===== src/rtl/dual_stack_unit.sv =====
module dual_stack_unit #(
  parameter int PW = 8,
  parameter int NW = 4,
  parameter int EN = 4
) (
  input  logic                       clk,
  input  logic                       rst_n,
  input  logic [4:0]                 op,
  input  logic [PW-1:0]              ba,
  input  logic [NW-1:0]              a_in,
  input  logic [NW-1:0]              b_in,
  input  logic [NW*EN-1:0]           x_in,
  input  logic [NW*EN-1:0]           y_in,
  input  logic [NW-1:0]              rd_nib,
  input  logic [NW*EN-1:0]           rd_wide,
  output logic [PW-1:0]              sp1,
  output logic [PW-1:0]              sp2,
  output logic [3:0]                 flags,
  output logic [PW-1:0]              nib_addr,
  output logic                       nib_we,
  output logic                       nib_re,
  output logic [NW-1:0]              nib_wdata,
  output logic [PW+$clog2(EN)-1:0]   wide_addr,
  output logic                       wide_we,
  output logic                       wide_re,
  output logic [NW*EN-1:0]           wide_wdata,
  output logic                       a_we,
  output logic                       b_we,
  output logic                       x_we,
  output logic                       y_we,
  output logic [NW-1:0]              pop_nib,
  output logic [NW*EN-1:0]           pop_wide
);
  localparam int SH = $clog2(EN);
  localparam int FZ = 1;
  localparam int FE = 2;

  localparam logic [4:0] NOP = 5'd0, PUSH_A = 5'd1, PUSH_B = 5'd2, PUSH_F = 5'd3;
  localparam logic [4:0] POP_A = 5'd4, POP_B = 5'd5, POP_F = 5'd6;
  localparam logic [4:0] PUSH_X = 5'd7, PUSH_Y = 5'd8, POP_X = 5'd9, POP_Y = 5'd10;
  localparam logic [4:0] INC_SP1 = 5'd11, DEC_SP1 = 5'd12, INC_SP2 = 5'd13, DEC_SP2 = 5'd14;
  localparam logic [4:0] LD_SP1 = 5'd15, LD_SP2 = 5'd16;

  logic [PW-1:0] sp1_up, sp1_dn, sp2_up, sp2_dn;
  logic          defined;

  assign sp1_up = sp1 + 1'b1;
  assign sp1_dn = sp1 - 1'b1;
  assign sp2_up = sp2 + 1'b1;
  assign sp2_dn = sp2 - 1'b1;
  assign defined = (op != NOP) && (op <= LD_SP2);

  assign nib_we    = (op == PUSH_A) || (op == PUSH_B) || (op == PUSH_F);
  assign nib_re    = (op == POP_A) || (op == POP_B) || (op == POP_F);
  assign nib_addr  = nib_we ? sp2_dn : sp2;
  assign nib_wdata = (op == PUSH_A) ? a_in : (op == PUSH_B) ? b_in : flags;

  assign wide_we    = (op == PUSH_X) || (op == PUSH_Y);
  assign wide_re    = (op == POP_X) || (op == POP_Y);
  assign wide_addr  = {(wide_we ? sp1_dn : sp1), {SH{1'b0}}};
  assign wide_wdata = (op == PUSH_Y) ? y_in : x_in;

  assign a_we     = (op == POP_A);
  assign b_we     = (op == POP_B);
  assign x_we     = (op == POP_X);
  assign y_we     = (op == POP_Y);
  assign pop_nib  = rd_nib;
  assign pop_wide = rd_wide;

  always_ff @(posedge clk) begin
    if (!rst_n) begin
      sp1   <= '0;
      sp2   <= '0;
      flags <= '0;
    end else begin
      if (defined && op != POP_F) flags[FE] <= 1'b0;
      case (op)
        PUSH_A, PUSH_B, PUSH_F: sp2 <= sp2_dn;
        POP_A, POP_B:           sp2 <= sp2_up;
        POP_F: begin
          sp2   <= sp2_up;
          flags <= rd_nib;
        end
        PUSH_X, PUSH_Y: sp1 <= sp1_dn;
        POP_X, POP_Y:   sp1 <= sp1_up;
        INC_SP1: begin sp1 <= sp1_up; flags[FZ] <= (sp1_up == '0); end
        DEC_SP1: begin sp1 <= sp1_dn; flags[FZ] <= (sp1_dn == '0); end
        INC_SP2: begin sp2 <= sp2_up; flags[FZ] <= (sp2_up == '0); end
        DEC_SP2: begin sp2 <= sp2_dn; flags[FZ] <= (sp2_dn == '0); end
        LD_SP1: sp1 <= ba;
        LD_SP2: sp2 <= ba;
        default: ;
      endcase
    end
  end

  p_nib_push_r1: assert property (@(posedge clk) disable iff (!rst_n)
    nib_we |=> sp2 == $past(nib_addr));
  p_nib_pop_r2: assert property (@(posedge clk) disable iff (!rst_n)
    nib_re |=> sp2 == $past(sp2) + 1'b1);
  p_wide_push_r3: assert property (@(posedge clk) disable iff (!rst_n)
    wide_we |=> {sp1, {SH{1'b0}}} == $past(wide_addr));
  p_wide_pop_r4: assert property (@(posedge clk) disable iff (!rst_n)
    wide_re |=> sp1 == $past(sp1) + 1'b1);
  p_flag_pop_r5: assert property (@(posedge clk) disable iff (!rst_n)
    (op == POP_F) |=> flags == $past(rd_nib));
  p_e_clear_r6: assert property (@(posedge clk) disable iff (!rst_n)
    (defined && op != POP_F) |=> !flags[FE]);
  p_z_step_r7: assert property (@(posedge clk) disable iff (!rst_n)
    (op == INC_SP2 || op == DEC_SP2) |=> flags[FZ] == (sp2 == '0));
  p_load_r8: assert property (@(posedge clk) disable iff (!rst_n)
    (op == LD_SP1) |=> sp1 == $past(ba));
  p_nop_r10: assert property (@(posedge clk) disable iff (!rst_n)
    !defined |=> $stable(sp1) && $stable(sp2) && $stable(flags));
  p_one_access_r10: assert property (@(posedge clk) disable iff (!rst_n)
    $onehot0({nib_we, nib_re, wide_we, wide_re, op == INC_SP1}));
endmodule


===== config.mk =====
export PLATFORM = sky130hd
export DESIGN_NAME = dual_stack_unit
export DESIGN_NICKNAME = d
export VERILOG_FILES = /design/src/rtl/dual_stack_unit.sv
export SDC_FILE = /design/constraint.sdc
export NUM_CORES = 1
export LEC_CHECK = 0
export ABC_AREA = 1
export BUFFER_PORTS_ARGS = -buffer_cell sky130_fd_sc_hd__buf_4
export CAP_MARGIN = 30
export CORE_AREA = 2 2 96 75
export DETAILED_ROUTE_END_ITERATION = 8
export DIE_AREA = 0 0 98 77
export PLACE_DENSITY = 0.76
export SLEW_MARGIN = 5
export SYNTH_ARGS = -nofsm -noshare
export SYNTH_HDL_FRONTEND = slang
export SYNTH_SLANG_ARGS = --single-unit
export TNS_END_PERCENT = 5

===== constraint.sdc =====
create_clock -name clk -period 1.6 [get_ports clk]
set_input_delay 0.08 -clock clk [delete_from_list [all_inputs] [get_ports clk]]
set_output_delay 0.08 -clock clk [all_outputs]
set_load 0.05 [all_outputs]

Yosys cells after proc, flatten, opt, wreduce, memory -nomap -nowiden
Index checks and enable logic that the tools add are counted.

ROM bits: 0. Bits in latches: 0. Flip-flop bits (word level): 20. Memories: 0. Word-level logic and storage cells: 58. Bits of input ports: 75. Memory bits (writable): 0. Output and inout port bits: 86.

Shift-type cells: 0. Multipliers: 0. Multiplexer cells: 10. Equal/unequal tests: 17. Bitwise logic cells: 0. Magnitude comparators: 1. Divide/modulo/power cells: 0. $add $sub $neg: 4. Reduce and logical (&&, ||, !) cells: 21.

Operators by type and width (count): 8-bit one-hot mux with 3 select lines (2); 5-bit by 4-bit == test with 1-bit output, second input constant (8); 8-bit logical NOT (4); 5-bit by 3-bit == test with 1-bit output, second input constant (4); 8-bit by 1-bit adder with 8-bit output, second input constant (2); 16-bit 2-to-1 mux (1); 8-bit 2-to-1 mux (2); 8-bit by 1-bit subtractor with 8-bit output, second input constant (2); 5-bit by 2-bit == test with 1-bit output, second input constant (2); 5-bit nonzero test (2); 4-bit 2-to-1 mux (2); 4-bit OR reduction (2); 1-bit logical OR (6); 3-bit nonzero test (2); 3-bit OR reduction (2); 5-bit by 1-bit == test with 1-bit output, second input constant (1); 5-bit == test, second input constant (1); 5-bit less-or-equal comparator, second input constant (1); 5-bit by 3-bit != test with 1-bit output, second input constant (1); 1-bit one-hot mux with 5 select lines (1); 1-bit logical AND (2); 1-bit 2-to-1 mux (2); 2-bit nonzero test (1).

Logic depth before layout (Yosys ltp)
Depth after elaboration: 5. Depth in mapped cells: 13. Depth with buffers taken out: 13.

Worst setup path before layout
No wires, ideal clock.

Path kind: reg2out. Start: register sp2[2]. End: output nib_addr[7]. Data arrival time: 2.380 ns. Setup slack: -0.860 ns. Cell stages (with the launch flop): 8. Cell sequence: dfxtp_1 buf_2 inv_1 nand3_1 inv_1 nand3_1 nand2_1 o21ai_0.

Cells in the longest elaborated chain, start to end: 2.

Ends and longest elaborated chain: from (decl) (line 17) `output logic [PW-1:0] sp2,`; from (signal assigned) (line 78) `PUSH_A, PUSH_B, PUSH_F: sp2 <= sp2_dn;`; from (signal assigned) (line 79) `POP_A, POP_B: sp2 <= sp2_up;`; from (signal assigned) (line 81) `sp2 <= sp2_up;`; 8-bit by 1-bit subtractor with 8-bit output (line 50) `assign sp2_dn = sp2 - 1'b1;`; 8-bit 2-to-1 mux (line 55) `assign nib_addr = nib_we ? sp2_dn : sp2;`; to (decl) (line 19) `output logic [PW-1:0] nib_addr,`.

No other way between the ends.

Final worst setup path
Start: register sp1[1]. End: output wide_addr[9].

Cells in the longest elaborated chain, start to end: 2.

Ends and longest elaborated chain: from (decl) (line 16) `output logic [PW-1:0] sp1,`; from (signal assigned) (line 84) `PUSH_X, PUSH_Y: sp1 <= sp1_dn;`; from (signal assigned) (line 85) `POP_X, POP_Y: sp1 <= sp1_up;`; from (signal assigned) (line 86) `INC_SP1: begin sp1 <= sp1_up; flags[FZ] <= (sp1_up == '0); end`; 8-bit by 1-bit subtractor with 8-bit output (line 48) `assign sp1_dn = sp1 - 1'b1;`; 8-bit 2-to-1 mux (line 60) `assign wide_addr = {(wide_we ? sp1_dn : sp1), {SH{1'b0}}};`; to (decl) (line 23) `output logic [PW+$clog2(EN)-1:0] wide_addr,`.

No other way between the ends.

==> results.cfg <==
[status]
status = finished with violations
violations = setup timing

[place]
place_area_um2 = 3590
gp_congestion = 0.974
portBuffers = 126
dp_slack_ns = 0.00810
dp_hpwl_um = 7170

[logic_synthesis]
ys_seq_area_frac = 0.159
yosys_warnings = 0
synthCells = 414
postSynthAreaPerCell_um2 = 6.09
ys_ff_latch = 20
synth_cell_types = 36
netlist_area_um2 = 2520

[cells_and_area]
drive_above_1_share = 0.473
multi_input_area_um2 = 1920
final_common_cell = buf_4
nFillCells = 620
final_nets = 629
layout_common_cells = 145 x buf_4, 90 x nand2_1, 41 x nor2_1
fin_area_um2 = 3960
syn_to_final_growth_pct = 57.3
final_util = 0.600
ff_latch_area_um2 = 430
insertedDiodeCount = 0

[power]
power_density_nw_per_um2 = 715
p_leak_nw = 1.93
irDropWorstVdd_mv = 0.355

[drt]
routed_wl_um = 9300
num_vias = 3339
drc_errors = 0
first_pass_iters = 5
drtIter0Drc = 247
vias_per_cell = 5.31
antenna_left = 0
wl_per_cell_um = 14.8

[sta]
final-setup-viol-count = 2
setup_ws_ns = -0.0162
slew_violations = 0
hold_violations = 0
fmax_mhz = 619
skew_ns = 0.00249
min_period_ns = 1.62
rsz0062_at_grt = true
fin_crit_sh = 1.01

[setup_path]
crit_fanout = 5
worstSetupPathType = register to output pin
arrival_ns = 1.54
rrSetupSlack_ns = 0
critPathLaunch = sp1[1]
rr_startpoint = sp2[0]
reg2reg_to = flags[1]
cp.required_ns = 1.52
startpoint_type = register
cp-end-kind = output pin
ff2ff_path_depth = 8

[global_routing]
first_global_vias = 3086
grt_usage = 0.234
grt_remaining_overflow = 0
antenna_found_initial = 0
grt_start_max_net_pins = 20
grt_pass1_wl_um = 14600

[worst_hold_path]
hold_class = input port to register
hold_path.startpoint = rd_nib[0]
hold_end = flags[0]
whs_path_depth = 3

[clock_tree]
clk_latency_ns = 0.26
root_buffer = clkbuf_8
cts_hold_buffers = 0
cts.htree.levels = 1
clk_pin_slew_ns = 0.08
cts_max_path_buffers = 2
cts.sinks = 20
cts_tree = built
cts-buffers-inserted = 3

[die]
die_width_um = 98
placementRows = 26
core-area_um2 = 6600
start_util = 0.382
fp.dieArea_um2 = 7550
die_y_um = 77
io_pins = 161

[job]
drv_cap = 0
-- where the power goes --
| group | internal [mW] | switching, mW | leakage (nW) |
|---|---|---|---|
| sequential | 0.545 | 0.0792 | 0.170 |
| clock | 0.220 | 0.186 | 0.0288 |
| combinational | 0.686 | 1.12 | 1.73 |
-- how the worst max path moves through the flow --
stage	end	slack (ns)	depth (start not counted)
floorplan	wide_addr[7]	-0.18	6
CTS	flags[1]	-0.02	12
detailed placement	flags[1]	0.008	7
global route	flags[1]	-0.10	12
finish	wide_addr[9]	-0.02	6
global placement	flags[1]	0.05	12
-- layer usage --
metal / part of all wire / up-vias / wire length [um] / track usage
met4: 0.018 / 0 / 171 / 0.0625
li1: - / 1606 / - / -
met5: 0 / - / 0 / 0
met1: 0.40 / 1519 / 3740 / 0.306
met2: 0.47 / 192 / 4390 / 0.383
met3: 0.11 / 22 / 989 / 0.0583
-- cells in the mapped netlist, drive strengths merged --
| master | instances | area (um2) |
|---|---|---|
| inv | 52 | 195 |
| nor2 | 55 | 243 |
| nand3 | 32 | 188 |
| o211ai | 2 | 20.0 |
| clkbuf | 2 | 8.75 |
| nand4 | 9 | 56.3 |
| o22ai | 1 | 6.26 |
| buf | 30 | 215 |
| o21ai | 41 | 205 |
| xnor2 | 1 | 8.76 |
| nor3 | 4 | 25.0 |
| mux2 | 16 | 180 |
| dfxtp | 20 | 400 |
| a22oi | 9 | 67.6 |
| a21oi | 11 | 55.1 |
| a31oi | 13 | 81.3 |
| o31ai | 1 | 7.51 |
| ha | 8 | 100 |
| nand2 | 97 | 374 |
| xor2 | 9 | 78.8 |
| conb | 1 | 3.75 |
-- critical path, cell delays in order (launching register included) --
cell	delay (ns)
dfxtp_4	0.38
nor2_2	0.18
nand2_2	0.11
nor2_2	0.16
xor2_2	0.11
o21ai_2	0.16
buf_6	0.18
-- cell type report --
class | count | area share
repair buffers | 158 | 0.314
clock buffers | 4 | 0.0139
multi-input cells | 311 | 0.484
inverters | 52 | 0.0530
flip-flops and latches | 20 | 0.109
well taps | 84 | 0.0265
-- through the flow --
stage | power [mW] | hold slack (ns) | instances | TNS (ns)
global route | 2.99 | 0.0659 | 629 | -0.691
floorplan | 1.76 | 0.215 | 415 | -1.50
CTS | 2.70 | 0.0568 | 625 | -0.0245
global placement | 2.14 | 0.160 | 614 | 0
finish | 2.83 | 0.0564 | 629 | -0.0169
detailed placement | 2.15 | 0.160 | 614 | 0
-- flip-flops by register name, indices dropped and copies added (netlist names) --
register,count
sp2,8
sp1,8
flags,4
-- logic make-up (layout without fill, tap and decap cells) --
kind of cell    after synthesis  after routing  share of synthesized area
xor+xnor                     10             10                     0.0348
other cells                   1              2                    0.00149
fa+ha+maj                     8              8                     0.0397
flops                        20             20                      0.159
mux                          16             16                     0.0715
simple gates                197            197                      0.352
buf+inv                      84            214                      0.166
compound gates               78             78                      0.176
-- repair_timing --
item,in CTS,in global routing
pin swaps,10,7
setup buffers,7,4
gates resized for setup,41,33
setup endpoints to repair,13,16
No activity file was read; power rests on OpenSTA's default activity.
